<file path="config.mk">
export PLATFORM = sky130hd
export DESIGN_NAME = bus_keeper_ctrl
export DESIGN_NICKNAME = d
export VERILOG_FILES = /design/src/rtl/bkc_pkg.sv /design/src/rtl/bkc_rst_sync.sv /design/src/rtl/bkc_hold_fsm.sv /design/src/rtl/bkc_enable_map.sv /design/src/rtl/bkc_keep_reg.sv /design/src/rtl/bus_keeper_ctrl.sv
export SDC_FILE = /design/constraint.sdc
export NUM_CORES = 1
export LEC_CHECK = 0
export BUFFER_PORTS_ARGS = -buffer_cell sky130_fd_sc_hd__buf_2
export CORE_MARGIN = 10
export CORE_UTILIZATION = 45
export DETAILED_ROUTE_END_ITERATION = 12
export PLACE_DENSITY_LB_ADDON = 0.25
export SETUP_SLACK_MARGIN = 0.2
export SLEW_MARGIN = 20
export SYNTH_ARGS = -nofsm -noshare
export SYNTH_HDL_FRONTEND = slang
export SYNTH_SLANG_ARGS = --single-unit
</file>
<file path="constraint.sdc">
create_clock -name clk -period 3.3 [get_ports clk]
set_input_delay 0.495 -clock clk [delete_from_list [all_inputs] [get_ports clk]]
set_output_delay 0.495 -clock clk [all_outputs]
set_load 0.03 [all_outputs]
</file>
<file path="src/rtl/bkc_pkg.sv">
package bkc_pkg;

  typedef enum logic [1:0] {
    PWR_RUN  = 2'b00,
    PWR_SGNT = 2'b01,
    PWR_SCLK = 2'b10,
    PWR_ALT  = 2'b11
  } pwr_e;

  typedef enum logic {
    HS_IDLE = 1'b0,
    HS_HELD = 1'b1
  } hold_st_e;

  function automatic logic is_low_power(input logic [1:0] st);
    return (st == PWR_SGNT) || (st == PWR_SCLK);
  endfunction

  function automatic logic hold_allowed(input logic [1:0] st, input logic run);
    return (st == PWR_SGNT) && run;
  endfunction

endpackage

</file>
<file path="src/rtl/bkc_rst_sync.sv">
module bkc_rst_sync #(
  parameter int STAGES = 2
) (
  input  logic clk,
  input  logic rst_n,
  output logic rst_sync_n
);

  logic [STAGES-1:0] sync_q;
  logic [STAGES-1:0] sync_d;

  always_comb begin
    sync_d = {sync_q[STAGES-2:0], 1'b1};
  end

  always_ff @(posedge clk or negedge rst_n) begin
    if (!rst_n) begin
      sync_q <= '0;
    end else begin
      sync_q <= sync_d;
    end
  end

  assign rst_sync_n = sync_q[STAGES-1];

endmodule

</file>
<file path="src/rtl/bkc_hold_fsm.sv">
module bkc_hold_fsm
  import bkc_pkg::*;
(
  input  logic       clk,
  input  logic       rst_n,
  input  logic [1:0] pwr_state,
  input  logic       hold_req,
  input  logic       clk_run,
  output logic       held
);

  hold_st_e st_q;
  hold_st_e st_d;
  logic     st_en;

  always_comb begin
    st_d = st_q;
    unique case (st_q)
      HS_IDLE: if (hold_req && hold_allowed(pwr_state, clk_run)) st_d = HS_HELD;
      HS_HELD: if (!hold_req) st_d = HS_IDLE;
      default: st_d = HS_IDLE;
    endcase
    st_en = (st_d != st_q);
  end

  always_ff @(posedge clk or negedge rst_n) begin
    if (!rst_n) begin
      st_q <= HS_IDLE;
    end else if (st_en) begin
      st_q <= st_d;
    end
  end

  assign held = (st_q == HS_HELD);

endmodule

</file>
<file path="src/rtl/bkc_enable_map.sv">
module bkc_enable_map
  import bkc_pkg::*;
#(
  parameter int DATA_W = 16,
  parameter int PAR_W  = 2,
  localparam int BUS_W = DATA_W + PAR_W
) (
  input  logic [1:0]       pwr_state,
  input  logic             held,
  output logic [BUS_W-1:0] keep_en
);

  logic lp;
  assign lp = is_low_power(pwr_state);

  for (genvar i = 0; i < BUS_W; i++) begin : g_bit
    if (i < DATA_W) begin : g_data
      assign keep_en[i] = lp && !held;
    end else begin : g_par
      assign keep_en[i] = !held;
    end
  end

endmodule

</file>
<file path="src/rtl/bkc_keep_reg.sv">
module bkc_keep_reg #(
  parameter int BUS_W = 18
) (
  input  logic             clk,
  input  logic             rst_n,
  input  logic [BUS_W-1:0] sample_en,
  input  logic [BUS_W-1:0] pin_in,
  output logic [BUS_W-1:0] kept
);

  for (genvar i = 0; i < BUS_W; i++) begin : g_bit
    logic lvl_q;
    logic lvl_d;

    always_comb begin
      lvl_d = sample_en[i] ? pin_in[i] : lvl_q;
    end

    always_ff @(posedge clk or negedge rst_n) begin
      if (!rst_n) begin
        lvl_q <= 1'b0;
      end else if (sample_en[i]) begin
        lvl_q <= lvl_d;
      end
    end

    assign kept[i] = lvl_q;
  end

endmodule

</file>
<file path="src/rtl/bus_keeper_ctrl.sv">
module bus_keeper_ctrl #(
  parameter int DATA_W = 16,
  parameter int PAR_W  = 2,
  localparam int BUS_W = DATA_W + PAR_W
) (
  input  logic             clk,
  input  logic             rst_n,
  input  logic [1:0]       pwr_state,
  input  logic             hold_req,
  input  logic             clk_run,
  input  logic [BUS_W-1:0] pin_in,
  output logic             hlda,
  output logic [BUS_W-1:0] keep_en,
  output logic [BUS_W-1:0] pin_oe,
  output logic [BUS_W-1:0] pin_out
);

  logic             rst_sync_n;
  logic             held;
  logic [BUS_W-1:0] ken;

  bkc_rst_sync #(.STAGES(2)) i_rst (
    .clk        (clk),
    .rst_n      (rst_n),
    .rst_sync_n (rst_sync_n)
  );

  bkc_hold_fsm i_fsm (
    .clk       (clk),
    .rst_n     (rst_sync_n),
    .pwr_state (pwr_state),
    .hold_req  (hold_req),
    .clk_run   (clk_run),
    .held      (held)
  );

  bkc_enable_map #(.DATA_W(DATA_W), .PAR_W(PAR_W)) i_map (
    .pwr_state (pwr_state),
    .held      (held),
    .keep_en   (ken)
  );

  bkc_keep_reg #(.BUS_W(BUS_W)) i_keep (
    .clk       (clk),
    .rst_n     (rst_sync_n),
    .sample_en (ken),
    .pin_in    (pin_in),
    .kept      (pin_out)
  );

  assign hlda    = held;
  assign keep_en = ken;
  assign pin_oe  = ken;

endmodule

</file>
==> impl_metrics.ini, run 1 <==
[outcome]
outcome = finished, final reports clean

[cts]
ctsResizeCount = 0
cts_root_buffer = clkbuf_4
numCtsBuffers = 3
cts_tree = done
cts_buffer_depth = 2
cts.sinks = 21
clock_latency_ns = 0.29
post-cts-setup-buffers = 0
path_clk_slew_ns = 0.11
htreeDepth = 1

[critical_path]
worst-path-buf-inv = 2
worstPathRequired_ns = 2.80
crit_path_max_fanout = 38
r2r-start = i_fsm.held
worstSetupPathType = primary input to primary output
end_kind = primary output
crit_chain = buf_2 -> ha_1 -> nor2_4 -> buf_2
crit_path_frequent_cell = buf_2
slowest_delay_ns = 0.49
crit_slowest_cell = nor2_4
cp-start-kind = primary input
path_delay_family = simple AND/OR/NAND/NOR gates
critPathArrivalTime_ns = 1.73
crit_path_start = pwr_state[0]

[die]
die-width_um = 72.0
num_io_pins = 79
start_util_pct = 48.3
die_height_um = 72.0
rows = 18
dieArea_sq_um = 5190
core-area_sq_um = 2520

[global_route]
grt_pass1_vias = 721
grt_pass1_wl_mm = 3.74
grtUsageMet2_pct = 17.4
grt_usage_pct = 9.03
met3_usage_pct = 5.71
use_met1_pct = 7.55
grt_max_degree = 39
grt_overflow = 0
top_usage_layer = met2
antenna_found_initial = 0

[placed_design]
port_buffers = 78
dpl.hpwl_mm = 2.04
gp_congestion = 0.624

[logic_synthesis]
synth-simple-area-share_pct = 1.44
postSynthAreaPerCell_sq_um = 12.3
synthXorXnorAreaFrac_pct = 0
synth_warnings = 0
synth_compound_area_share_pct = 0.411
synthMuxAreaShare_pct = 19.4
syn_inst = 99
synthAdderAreaFrac_pct = 1.03
synth_top_family_by_area = buffers and inverters
syn_nets = 124
seq_area_frac_synth_pct = 43.1
yosysUniqueCellTypes = 11
synth_seq_cells = 21
synth.cell_area_sq_um = 1220

[final_layout]
areaGrowthSynthToFinish_pct = 5.65
final_cell_mix = 78 x buf_2, 21 x dfrtp_1, 9 x mux2_4, 9 x mux2_2, 3 x clkbuf_4
nNetsFinal = 157
drive_gt1_share_pct = 77.9
fillCellCount = 244
insertedDiodeCount = 0
final_common_cell = buf_2

[timing]
setup_viol = 0
tightestPinTransition_ns = 0.758
rsz0062_at_grt = false
hold_violations = 0
period_share_pct = 67.6
slew_viol_final = 0
period_needed_ns = 2.23
whs_ns = 0.318
fmax_ghz = 0.449
slew_headroom_pct = 49.5
finalClockSkew_ns = 0.00124
tns_ns = 0

[power]
power_density_nw_per_um2 = 617
peakVddDrop_mv = 0.378
p_leak_nw = 0.716

[route]
drt_first_pass_iters = 2
wl_per_cell_um = 14.8
vias_per_cell = 4.07
drtAntennaViolNets = 0
vias = 655
drcViolationCount = 0
drt_iter0_markers = 22
drt_wl_total_mm = 2.38

[flow_run]
drv_cap = 0

[worst_hold_path]
hold_path_class = flop to asynchronous set/reset pin
sequential cells by signal, indices dropped and copies added (netlist names):
| name | flops |
|---|---|
| i_keep.g_bit.lvl_q | 18 |
| i_fsm.held | 1 |
| i_rst.sync_q | 2 |
stage by stage:
step                utilization, %  worst slack [ns]  instances  area [sq um]  power [W]
finish                        51.0              1.07        161          1290   0.000795
global route                  51.0             0.928        161          1290   0.000843
CTS                           51.0              1.01        161          1290   0.000813
detailed placement            49.6              1.01        156          1250   0.000690
global placement              49.6              1.09        156          1250   0.000685
floorplan                        -              1.35         99          1220   0.000694
routing by layer:
metal / wire length (um) / up-vias
li1: - / 325
met1: 786 / 298
met2: 1340 / 30
met3: 236 / 2
met4: 10 / 0
met5: 0 / -
layout make-up:
| cell class | instances | area (sq um) | share of cell area [%] |
|---|---|---|---|
| Clock buffer | 4 | 26.3 | 2.04 |
| Timing Repair Buffer | 81 | 415 | 32.3 |
| Tap cell | 30 | 37.5 | 2.92 |
| Inverter | 2 | 7.51 | 0.583 |
| Multi-Input combinational cell | 23 | 275 | 21.4 |
| Sequential cell | 21 | 526 | 40.8 |
report_power, final:
part / total (W) / switching (W) / internal [W]
clock: 0.000118 / 0.0000714 / 0.0000470
combinational: 0.000359 / 0.000242 / 0.000117
sequential: 0.000318 / 0.0000228 / 0.000295
total: 0.000795 / 0.000336 / 0.000459
worst paths after layout:
check	cells past startpoint	end	slack (ns)
setup / recovery	4	keep_en[8]	1.07
max in group asynchronous	0	i_keep.g_bit[17].lvl_q	2.51
min in group clk	0	i_rst.sync_q[1]	0.36
hold / removal	0	i_keep.g_bit[14].lvl_q	0.32
hold reg to reg	0	i_keep.g_bit[14].lvl_q	0.32
setup reg to reg	3	i_keep.g_bit[11].lvl_q	1.55
synth_stat cells:
| cell type | instances | area, sq um |
|---|---|---|
| inv_1 | 2 | 7.51 |
| nor2b_1 | 1 | 6.26 |
| nor2_4 | 1 | 11.3 |
| ha_1 | 1 | 12.5 |
| dfrtp_1 | 21 | 526 |
| mux2_2 | 9 | 101 |
| buf_12 | 1 | 20.0 |
| buf_4 | 52 | 390 |
| mux2_4 | 9 | 135 |
| a21oi_1 | 1 | 5.00 |
| conb_1 | 1 | 3.75 |
cells by family (layout without fill, tap and decap cells):
kind of cell | after synthesis | in the layout
other | 1 | 1
AND/OR/NAND/NOR | 2 | 2
buffers and inverters | 55 | 87
AO/OA/AOI/OAI | 1 | 1
adder cells (fa/ha/maj) | 1 | 1
flip-flops | 21 | 21
multiplexers | 18 | 18
timing repair:
| action | 4_1_cts | 5_1_grt |
|---|---|---|
| endpoints found under the setup margin | 0 | 0 |
| hold buffers | 1 | 0 |
| endpoints found under the hold margin | 2 | 0 |
(Power assumes the default switching activity.)
==> run 2: changes to the inputs <==
CORE_UTILIZATION = 42   (was 45)
clock period = 2.2 ns   (was 3.3 ns; I/O delays follow)
==> impl_metrics.ini, run 2 (synthesis results as in run 1) <==
[cts]
cts_tree = done
path_clk_slew_ns = 0.11
numCtsBuffers = 3
cts_buffer_depth = 2
cts_root_buffer = clkbuf_4
cts.sinks = 21
clock_latency_ns = 0.30
htreeDepth = 1

[route]
drt_iter0_markers = 3
drtAntennaViolNets = 0
drt_wl_total_mm = 2.35
vias_per_cell = 4.07
drcViolationCount = 0
drt_first_pass_iters = 2
vias = 660
wl_per_cell_um = 14.5

[placed_design]
dpl_cell_area_sq_um = 1250
dpl.hpwl_mm = 2.00
gp_congestion = 0.612
port_buffers = 78
place_inst = 157

[final_layout]
areaGrowthSynthToFinish_pct = 5.75
nNetsFinal = 157
drive_gt1_share_pct = 77.9
largest_register_ffs = 18
insertedDiodeCount = 0
final_cells = 162
final_common_cell = buf_2
largest_register = i_keep.g_bit.lvl_q
final_cell_mix = 78 x buf_2, 21 x dfrtp_1, 9 x mux2_4, 9 x mux2_2, 3 x clkbuf_4
design_area_sq_um = 1290

[critical_path]
critPathArrivalTime_ns = 1.52
crit_chain = nor2_4 -> buf_4 -> buf_2
r2r-start = i_fsm.held
crit_slowest_cell = dfrtp_1
reg2regPathDepth = 3
path_delay_family = buffers and inverters
worstSetupPathType = flop to primary output
end_kind = primary output
crit_path_max_fanout = 40
r2r-end = i_keep.g_bit[6].lvl_q
worst-path-buf-inv = 2
worstPathRequired_ns = 1.87
regToRegSetupSlack_ns = 0.78
cp-start-kind = flop
slowest_delay_ns = 0.48

[timing]
fmax_ghz = 0.541
slew_headroom_pct = 50.0
period_needed_ns = 1.85
tightestPinTransition_ns = 0.751
finalClockSkew_ns = 0.00785
hold_violations = 0
tns_ns = 0
rsz0062_at_grt = false
slew_viol_final = 0
setup_viol = 0
period_share_pct = 84.0

[worst_hold_path]
hold_path_class = primary input to flop
worstHoldPathCells = 2
hold_start = pin_in[12]
holdPathEnd = i_keep.g_bit[12].lvl_q

[power]
peakVddDrop_mv = 0.541
p_leak_nw = 0.716
power_density_nw_per_um2 = 927

[die]
dieArea_sq_um = 5460
num_io_pins = 79
core-area_sq_um = 2760
die_height_um = 73.9
start_util_pct = 44.2
die-width_um = 73.9
rows = 19

[global_route]
antenna_found_initial = 0
grt_overflow = 0
grt_pass1_vias = 758
grt_usage_pct = 8.38
grt_pass1_wl_mm = 3.58
grt_max_degree = 41

[flow_run]
drv_cap = 0

[outcome]
outcome = finished, final reports clean
-- run 2: cell counts in the layout (fill, tap and decap cells not counted) --
No cell type changed its count.
-- run 2: power breakdown --
part,internal [W],leakage (nW),switching [W]
registers,0.000442,0.247,0.0000343
clock network,0.0000705,0.0150,0.000110
logic,0.000175,0.454,0.000363
-- run 2: worst max-delay path by stage --
stage	start	end	slack [ns]	depth (start not counted)
2_1_floorplan	pwr_state[1]	keep_en[10]	0.58	5
3_3_place_gp	pwr_state[0]	keep_en[15]	0.44	5
3_5_place_dp	pwr_state[0]	pin_oe[5]	0.41	5
4_1_cts	i_fsm.held	pin_oe[5]	0.31	3
5_1_grt	i_fsm.held	pin_oe[11]	0.22	3
6_report	i_fsm.held	pin_oe[6]	0.35	3
-- run 2: stage by stage --
stage	setup WS [ns]	power [W]	hold slack (ns)	utilization, %
CTS	0.315	0.00122	0.239	46.7
finish	0.351	0.00119	0.254	46.7
global placement	0.436	0.00103	0.115	45.4
detailed placement	0.407	0.00103	0.118	45.4
floorplan	0.575	0.00104	0.0344	-
global route	0.222	0.00126	0.232	46.7
-- run 2: what timing repair did --
item / CTS / global route
resized for setup: 0 / 0
buffers inserted: 0 / 0
hold buffers: 1 / 0
endpoints found under the hold margin: 2 / 0
-- run 2: layer usage --
layer	global-route usage (%)	part of all wire (%)	vias to the layer above
met4	1.24	0.55	0
met3	4.98	9.7	2
met5	0	0	-
li1	-	-	327
met2	16.3	58	26
met1	7.17	32	305
-- run 2: area by class of cell --
class | instances | area, sq um
timing repair buffer | 81 | 415
multi-input combinational | 23 | 275
sequential | 21 | 526
clock buffer | 4 | 26.3
fill | 248 | 1470
tap | 31 | 38.8
inverter | 2 | 7.51
==> run 3: changes to the inputs <==
CORE_UTILIZATION = 38   (was 42)
clock period = 1.61 ns   (was 2.2 ns; I/O delays follow)
==> impl_metrics.ini, run 3 (synthesis results as in run 1) <==
[outcome]
outcome = finished, final reports clean

[power]
switchingPower_w = 0.000755
switching_share_pct = 39.6
p_seq_share_pct = 33.8
p_clk_share_pct = 13.0
intPower_w = 0.00115
pwr-share-comb_pct = 53.3
power_w = 0.00191
p_leak_nw = 0.889
power_density_nw_per_um2 = 1100
peakVddDrop_mv = 0.573

[worst_hold_path]
hold_path_class = flop to asynchronous set/reset pin

[placed_design]
port_buffers = 78
dp_slack_ns = 0.164
gp_congestion = 0.652
dpl.hpwl_mm = 2.11
place_inst = 171

[cts]
htreeDepth = 1
clock_latency_ns = 0.30
cts.sinks = 21
path_clk_slew_ns = 0.11
cts_root_buffer = clkbuf_4
cts_buffer_depth = 2
numCtsBuffers = 3
cts_tree = done

[die]
num_io_pins = 79
start_util_pct = 39.9
die_height_um = 76.6
dieArea_sq_um = 5870
rows = 20
core-area_sq_um = 3050
die-width_um = 76.6

[final_layout]
nNetsFinal = 170
final_cell_mix = 42 x buf_2, 26 x buf_6, 20 x dfrtp_1, 12 x buf_4
drive_gt1_share_pct = 81.9
largest_register_ffs = 18
largest_register = i_keep.g_bit.lvl_q
fin_util_pct = 56.8
insertedDiodeCount = 0
final_common_cell = buf_2
final_cells = 188
areaGrowthSynthToFinish_pct = 42.3

[global_route]
grt_usage_pct = 8.85
grt_max_degree = 21
grt_pass1_vias = 786
grt_pass1_wl_mm = 4.15
grt_overflow = 0
antenna_found_initial = 0

[timing]
period_share_pct = 95.3
period_needed_ns = 1.53
slew_viol_final = 0
hold_violations = 0
setup_viol = 0
tns_ns = 0
rsz0062_at_grt = true
timing.final.ws_setup_ns = 0.0763
finalClockSkew_ns = 0.00405
fmax_ghz = 0.652

[critical_path]
r2r-end = i_keep.g_bit[14].lvl_q
reg2regPathDepth = 6
r2r-start = i_fsm.held
critPathArrivalTime_ns = 1.29
crit_path_max_fanout = 7
end_kind = primary output
cp-start-kind = flop
worstSetupPathType = flop to primary output
regToRegSetupSlack_ns = 0.20
worstPathRequired_ns = 1.37

[route]
vias_per_cell = 4.16
drtAntennaViolNets = 0
drt_wl_total_mm = 3.01
drt_first_pass_iters = 2
wl_per_cell_um = 16.0
vias = 783
drt_iter0_markers = 9
drcViolationCount = 0

[flow_run]
drv_cap = 0
[run 3: cell types whose count changed in the layout (fill, tap and decap cells not counted)]
cell,delta
buf_2,-36
buf_6,+26
buf_4,+10
buf_8,+9
buf_12,+2
clkbuf_16,+2
dfrtp_1,-1
dfrtp_2,+1
ha_1,-1
ha_4,+1
inv_1,-1
inv_4,+1
[run 3: layout make-up]
class                   count  area, sq um
clock buffers               4         26.3
inverters                   2         10.0
repair buffers             94          828
well taps                  44         55.1
flip-flops and latches     21          527
fillers                   284         1320
multi-input cells          23          288
[run 3: power by group through the flow]
stage | sequential (W) | clock, W | combinational (W)
final | 0.000643 | 0.000247 | 0.00102
after global placement | 0.000652 | 0 | 0.000770
after detailed placement | 0.000657 | 0 | 0.000774
after floorplan | 0.000655 | 0 | 0.000770
after global routing | 0.000656 | 0.000291 | 0.00106
after CTS | 0.000646 | 0.000263 | 0.000858
[run 3: worst max-delay path by stage]
| stage | slack, ns | cells after the start | endpoint | startpoint |
|---|---|---|---|---|
| floorplan | 0.20 | 5 | i_keep.g_bit[0].lvl_q | pwr_state[1] |
| finish | 0.08 | 4 | pin_oe[11] | i_fsm.held |
| detailed placement | 0.16 | 6 | keep_en[2] | pwr_state[1] |
| CTS | 0.04 | 3 | keep_en[5] | i_fsm.held |
| global placement | 0.19 | 6 | keep_en[2] | pwr_state[1] |
| global route | 0.007 | 4 | pin_oe[3] | i_fsm.held |
[run 3: repair_timing]
action / 4_1_cts / 5_1_grt
cloned: 1 / 4
endpoints found under the setup margin: 32 / 36
gates resized for setup: 33 / 52
pin swaps: 0 / 1
hold buffers: 1 / 0
buffers inserted: 1 / 6
hold endpoints to repair: 2 / 0
[run 3: per-stage QoR]
step / hold WS, ns / area (sq um)
floorplan: -0.0541 / 1230
global placement: 0.0279 / 1300
detailed placement: 0.0281 / 1300
CTS: 0.0800 / 1450
global route: 0.0969 / 1730
finish: 0.0719 / 1730
[run 3: worst max-delay path: stages, from the launching register on]
cell,delay [ns]
dfrtp_2,0.44
nor2_4,0.13
buf_12,0.14
buf_6,0.12
buf_4,0.16
[run 3: per-layer routing]
metal	share of wire, %	global-route usage [%]	up-vias
met5	0	0	-
met4	2.4	2.23	0
met3	7.6	4.25	6
met2	58	17.6	38
met1	32	7.58	380
li1	-	-	359
